===== config.mk =====
export PLATFORM = sky130hd
export DESIGN_NAME = retention_refresh_sched
export DESIGN_NICKNAME = d
export VERILOG_FILES = /design/src/rtl/rrs_pkg.sv /design/src/rtl/rrs_bloom_bin.sv /design/src/rtl/rrs_classify.sv /design/src/rtl/rrs_sweep.sv /design/src/rtl/retention_refresh_sched.sv
export SDC_FILE = /design/constraint.sdc
export NUM_CORES = 2
export LEC_CHECK = 0
export BUFFER_PORTS_ARGS = -buffer_cell sky130_fd_sc_hd__buf_2
export CAP_MARGIN = 40
export CORE_MARGIN = 2
export CORE_UTILIZATION = 30
export CTS_BUF_LIST = sky130_fd_sc_hd__clkbuf_4
export CTS_CLUSTER_SIZE = 12
export DETAILED_ROUTE_END_ITERATION = 16
export PLACE_DENSITY_LB_ADDON = 0.05
export SYNTH_ARGS = -nofsm -noshare
export SYNTH_HDL_FRONTEND = slang
export SYNTH_SLANG_ARGS = --single-unit
export TNS_END_PERCENT = 10

===== constraint.sdc =====
create_clock -name clk -period 6.3 [get_ports clk]
set_clock_uncertainty 0.15 [all_clocks]
set_input_delay 1.89 -clock clk [delete_from_list [all_inputs] [get_ports clk]]
set_output_delay 1.89 -clock clk [all_outputs]
set_load 0.03 [all_outputs]

===== src/rtl/rrs_pkg.sv =====
package rrs_pkg;

  typedef enum logic [1:0] {
    BIN_EVERY  = 2'd0,
    BIN_SECOND = 2'd1,
    BIN_FOURTH = 2'd2
  } rbin_e;

  typedef enum logic {
    SW_IDLE = 1'b0,
    SW_REQ  = 1'b1
  } sweep_st_e;

  // Probe index A: fold the two bytes of the row address together.
  function automatic logic [7:0] probe_a(input logic [15:0] r);
    return r[7:0] ^ r[15:8];
  endfunction

  // Probe index B: swap the nibbles of the low byte, fold in the high byte, then XOR a constant.
  function automatic logic [7:0] probe_b(input logic [15:0] r);
    return {r[3:0], r[7:4]} ^ r[15:8] ^ 8'hA5;
  endfunction

  // A row is due when the period count is a multiple of its bin's multiplier.
  function automatic logic bin_due(input rbin_e b, input logic [1:0] per_lo);
    logic d;
    case (b)
      BIN_EVERY:  d = 1'b1;
      BIN_SECOND: d = (per_lo[0] == 1'b0);
      default:    d = (per_lo == 2'b00);
    endcase
    return d;
  endfunction

endpackage


===== src/rtl/rrs_bloom_bin.sv =====
module rrs_bloom_bin #(
  parameter int ROW_W    = 10,
  parameter int FLT_BITS = 256,
  localparam int IDX_W   = $clog2(FLT_BITS)
) (
  input  logic             clk,
  input  logic             rst_n,
  input  logic             wr_en,
  input  logic [IDX_W-1:0] wr_idx,
  input  logic             wr_val,
  input  logic [ROW_W-1:0] probe_row,
  output logic             hit
);
  import rrs_pkg::*;

  logic [FLT_BITS-1:0] bits_q;
  logic [15:0]         row16;
  logic [7:0]          ha;
  logic [7:0]          hb;
  logic [IDX_W-1:0]    ia;
  logic [IDX_W-1:0]    ib;

  assign row16 = 16'(probe_row);
  assign ha    = probe_a(row16);
  assign hb    = probe_b(row16);
  assign ia    = ha[IDX_W-1:0];
  assign ib    = hb[IDX_W-1:0];

  always_ff @(posedge clk) begin
    if (!rst_n) begin
      bits_q <= '0;
    end else if (wr_en) begin
      bits_q[wr_idx] <= wr_val;
    end
  end

  // Membership needs both probed bits.
  assign hit = bits_q[ia] & bits_q[ib];

endmodule


===== src/rtl/rrs_classify.sv =====
module rrs_classify (
  input  logic           hit_weak,
  input  logic           hit_mid,
  input  logic [1:0]     per_lo,
  output rrs_pkg::rbin_e row_bin,
  output logic           row_due
);
  import rrs_pkg::*;

  // Weakest bin first: aliasing can only raise the refresh rate.
  always_comb begin
    if (hit_weak)     row_bin = BIN_EVERY;
    else if (hit_mid) row_bin = BIN_SECOND;
    else              row_bin = BIN_FOURTH;
  end

  assign row_due = bin_due(row_bin, per_lo);

endmodule


===== src/rtl/rrs_sweep.sv =====
module rrs_sweep #(
  parameter int ROW_W = 10,
  parameter int GAP_W = 16,
  parameter int PER_W = 8
) (
  input  logic             clk,
  input  logic             rst_n,
  input  logic [GAP_W-1:0] visit_gap,
  input  logic             row_due,
  input  logic             ref_ready,
  output logic [ROW_W-1:0] cur_row,
  output logic [PER_W-1:0] period,
  output logic             visit_evt,
  output logic             sweep_adv,
  output logic             sweep_wrap,
  output logic             ref_fire,
  output logic             ref_valid
);
  import rrs_pkg::*;

  localparam logic [ROW_W-1:0] LAST_ROW = '1;

  sweep_st_e        st_q;
  logic [GAP_W-1:0] gap_q;

  assign visit_evt  = (st_q == SW_IDLE) && (gap_q >= visit_gap);
  assign ref_fire   = (st_q == SW_REQ) && ref_ready;
  assign sweep_adv  = (visit_evt && !row_due) || ref_fire;
  assign sweep_wrap = sweep_adv && (cur_row == LAST_ROW);
  assign ref_valid  = (st_q == SW_REQ);

  always_ff @(posedge clk) begin
    if (!rst_n) begin
      st_q    <= SW_IDLE;
      gap_q   <= '0;
      cur_row <= '0;
      period  <= '0;
    end else begin
      case (st_q)
        SW_IDLE: begin
          if (visit_evt) begin
            gap_q <= '0;
            if (row_due) st_q <= SW_REQ;
          end else begin
            gap_q <= gap_q + 1'b1;
          end
        end
        default: begin
          gap_q <= '0;
          if (ref_ready) st_q <= SW_IDLE;
        end
      endcase
      if (sweep_adv)  cur_row <= cur_row + 1'b1;
      if (sweep_wrap) period  <= period + 1'b1;
    end
  end

endmodule


===== src/rtl/retention_refresh_sched.sv =====
module retention_refresh_sched #(
  parameter int ROW_W    = 10,
  parameter int FLT_BITS = 256,
  parameter int GAP_W    = 16,
  parameter int PER_W    = 8,
  localparam int IDX_W   = $clog2(FLT_BITS)
) (
  input  logic             clk,
  input  logic             rst_n,
  input  logic             flt_wr_en,
  input  logic             flt_wr_bin,
  input  logic [IDX_W-1:0] flt_wr_idx,
  input  logic             flt_wr_val,
  input  logic [GAP_W-1:0] visit_gap,
  input  logic             ref_ready,
  output logic             ref_valid,
  output logic [ROW_W-1:0] ref_row
);
  import rrs_pkg::*;

  localparam int NBINS = 2;

  logic [NBINS-1:0] hit_vec;
  logic [ROW_W-1:0] cur_row;
  logic [PER_W-1:0] period;
  logic             visit_evt;
  logic             sweep_adv;
  logic             sweep_wrap;
  logic             ref_fire;
  logic             row_due;
  rbin_e            row_bin;

  for (genvar g = 0; g < NBINS; g++) begin : g_bin
    logic bin_wr;
    assign bin_wr = flt_wr_en && (flt_wr_bin == 1'(g));
    rrs_bloom_bin #(.ROW_W(ROW_W), .FLT_BITS(FLT_BITS)) u_bin (
      .clk      (clk),
      .rst_n    (rst_n),
      .wr_en    (bin_wr),
      .wr_idx   (flt_wr_idx),
      .wr_val   (flt_wr_val),
      .probe_row(cur_row),
      .hit      (hit_vec[g])
    );
  end

  rrs_classify u_cls (
    .hit_weak(hit_vec[0]),
    .hit_mid (hit_vec[1]),
    .per_lo  (period[1:0]),
    .row_bin (row_bin),
    .row_due (row_due)
  );

  rrs_sweep #(.ROW_W(ROW_W), .GAP_W(GAP_W), .PER_W(PER_W)) u_swp (
    .clk       (clk),
    .rst_n     (rst_n),
    .visit_gap (visit_gap),
    .row_due   (row_due),
    .ref_ready (ref_ready),
    .cur_row   (cur_row),
    .period    (period),
    .visit_evt (visit_evt),
    .sweep_adv (sweep_adv),
    .sweep_wrap(sweep_wrap),
    .ref_fire  (ref_fire),
    .ref_valid (ref_valid)
  );

  assign ref_row = cur_row;

endmodule


==> reports/metrics.cfg <==
[critical_path]
critPathLaunchType=flip-flop
end_kind=flip-flop
slowest_stage=dfxtp_1
worstPathArrival_ns=6.28
cp_cell_sequence=xor2_4, buf_12, mux4_2, nor3_1, nor4_1, nor2_1, nor4_1, nand3_1, a311oi_2, mux2i_1, a32oi_2, nor3b_1, mux2i_1
crit_fanout=28
critical-path-max-stage-delay_ns=0.71
path_class=flip-flop to flip-flop
crit_required_ns=7.15

[sta]
finalCriticalPeriod_ns=5.43
max_freq_ghz=0.184
maxSlewHeadroom_pct=35.8
fin_setup_tns_ns=0
post-route-period-util_pct=86.1
rsz0062_at_grt=false
finalSetupViolCount=0
worst_pin_slew_ns=0.961
slew_violations=0
hold_viol_final=0

[die]
coreArea_um2=103000
num_rows=118
initial_utilization_pct=30.2
die_area_um2=107000
die_x_um=327
pin_count=41
fp.dieH_um=327

[synth]
yosysWarnings=0
ys.flop_type=dfxtp_1
synth_top_cell_by_area=dfxtp_1
avgSynthCellArea_um2=9.11
seq_area_frac_synth_pct=34.7
synth-seq-cells=541
ys_types=71
syn_inst=3425
synth_area_leaders=dfxtp_1 35%, mux4_2 17%, a21boi_0 12%
postSynth.asyncResetShare_pct=0
synth_edf_count=0
yosysTopAreaCellShare_pct=34.7
netlist_area_um2=31200
synth_nets=3474

[finish]
nFillCells=10700
drive_above_1_share_pct=21.5
design_area_um2=35500
nets=3493
syn2layout_area_growth_pct=13.8

[global_routing]
grt_max_degree=164
grt_antenna_before_repair=19
grt_pass1_wl_um=232000
global_route.overflow_total=0
grt_util_all_layers_pct=30.2
grt_pass1_vias=30300

[hold_path]
hp-class=flip-flop to flip-flop

[clock_tree]
cts.repair.resized=0
post_cts_buffers=0
clkLatencyLatePin_ns=1.07
cts_inserted_buffers=172
htreeDepth=4
clock_sinks=541
root_buffer=clkbuf_4
cts_tree=done
cts_hold_buf=0
cts.clk_slew.worst_paths_ns=0.06
max-clock-path-buffers=3

[detailed_routing]
drtAntennaViolNets=0
avgViaCountPerCell=6.27
drc=0
wl_um=164000
vias=30900
drtIter0Drc=3680
wl_per_cell_um=33.3
firstDrtPassIters=5

[status]
status=completed

[job]
maxCapViolations=0

[placed_design]
placed_area_um2=33400
hpwl_um=99900
place_congestion=0.912
portBuffers=40

[power]
p_leak_nw=10.9
ir_drop_mv=0.107
power.density_nw_per_um2=210

==> final cells by class <==
| class | count | area (um2) | share of cell area (%) |
|---|---|---|---|
| Antenna cell | 11 | 27.5 | 0.0775 |
| Clock buffer | 240 | 1800 | 5.07 |
| Clock inverter | 33 | 243 | 0.684 |
| Inverter | 25 | 93.8 | 0.264 |
| Multi-Input combinational cell | 2494 | 18900 | 53.3 |
| Sequential cell | 541 | 10800 | 30.5 |
| Tap cell | 1380 | 1730 | 4.86 |
| Timing Repair Buffer | 210 | 1850 | 5.21 |
==> placed cells by master (no fill, tap or decap), types with 32 or more instances in the layout <==
cell type,count
mux4_2,234
a22oi_1,36
a21oi_1,32
buf_2,38
buf_4,134
nand2_1,169
dfxtp_1,538
mux2i_1,45
nor2_1,95
nand4_1,34
nand3_1,541
clkbuf_4,240
o21ai_0,528
a21boi_0,512
==> power by group <==
group / switching [mW] / internal (mW) / total (mW) / leakage (nW)
Clock: 1.76 / 1.85 / 3.61 / 1.21
Combinational: 0.331 / 0.0981 / 0.429 / 5.34
Sequential: 0.00498 / 3.43 / 3.43 / 4.36
==> state kept, by name, summed over array words and instances, names as in the netlist <==
name,flops
u_swp.cur_row,10
u_swp.period,2
u_swp.ref_valid,1
g_bin.u_bin.bits_q,512
u_swp.gap_q,16
==> layer usage <==
| layer | vias up | global-route usage, % | share of wire [%] | wire length (um) |
|---|---|---|---|---|
| met2 | 1780 | 46.2 | 44 | 72800 |
| met5 | - | 0 | 0.021 | 34 |
| met3 | 492 | 7.06 | 8.9 | 14700 |
| met4 | 6 | 15.6 | 5.3 | 8730 |
| li1 | 13000 | - | - | - |
| met1 | 15600 | 39.7 | 41 | 68000 |
==> cell families after synthesis <==
kind of cell	share of synthesized area, %
AO/OA/AOI/OAI	24.6
XOR/XNOR	0.818
adder cells (fa/ha/maj)	0.762
buffers and inverters	5.44
flip-flops	34.7
multiplexers	18.8
AND/OR/NAND/NOR	14.8
==> worst paths after layout <==
path / endpoint / depth (start not counted) / slack [ns] / start
worst max register to register: u_swp.cur_row[3] / 13 / 0.87 / u_swp.cur_row[9]
worst max-delay path: u_swp.cur_row[3] / 13 / 0.87 / u_swp.cur_row[9]
worst min register to register: u_swp.period[0] / 2 / 0.31 / u_swp.period[0]
worst min-delay path: u_swp.period[0] / 2 / 0.31 / u_swp.period[0]
==> synthesized netlist by cell type (4+ instances only) <==
| cell | count |
|---|---|
| nand3_1 | 546 |
| dfxtp_1 | 541 |
| o21ai_0 | 528 |
| a21boi_0 | 512 |
| clkbuf_1 | 303 |
| mux4_2 | 234 |
| nand2_1 | 169 |
| nor2_1 | 107 |
| mux2i_1 | 45 |
| nor3_1 | 37 |
| a22oi_1 | 36 |
| nand4_1 | 34 |
| a21oi_1 | 32 |
| buf_2 | 29 |
| inv_1 | 24 |
| ha_1 | 19 |
| buf_6 | 18 |
| nand2b_1 | 17 |
| nor2b_1 | 17 |
| o221ai_1 | 12 |
| o22ai_1 | 12 |
| xor2_1 | 12 |
| a31oi_1 | 10 |
| buf_4 | 10 |
| xnor2_1 | 9 |
| a21o_1 | 8 |
| a211oi_1 | 7 |
| nor4_1 | 7 |
| and2_1 | 6 |
| mux2_2 | 5 |
| o211ai_1 | 5 |
| or3_1 | 5 |
| a311oi_1 | 4 |
| a41oi_1 | 4 |
| and3_1 | 4 |
| mux4_1 | 4 |
==> worst max-delay path, delay by kind of cell (launching register included) <==
| family | cells | cell delay [ns] |
|---|---|---|
| xor gates and xnor gates | 1 | 0.62 |
| and+or+nand+nor | 6 | 1.77 |
| DFF | 1 | 0.71 |
| buffers and inverters | 1 | 0.31 |
| muxes | 3 | 0.91 |
| AOI/OAI and AO/OA | 2 | 0.85 |
==> metrics by stage <==
step,util (%),hold slack [ns],power (mW),setup slack [ns],std cells
after floorplan,-,0.285,3.72,1.90,3425
after global placement,32.1,0.302,3.91,1.08,4626
after detailed placement,32.4,0.302,3.92,1.03,4650
after CTS,34.3,0.309,7.55,0.990,4923
after global routing,34.3,0.337,7.75,0.811,4930
final,34.4,0.314,7.47,0.873,4934
Power figures use the tool's default switching activity.
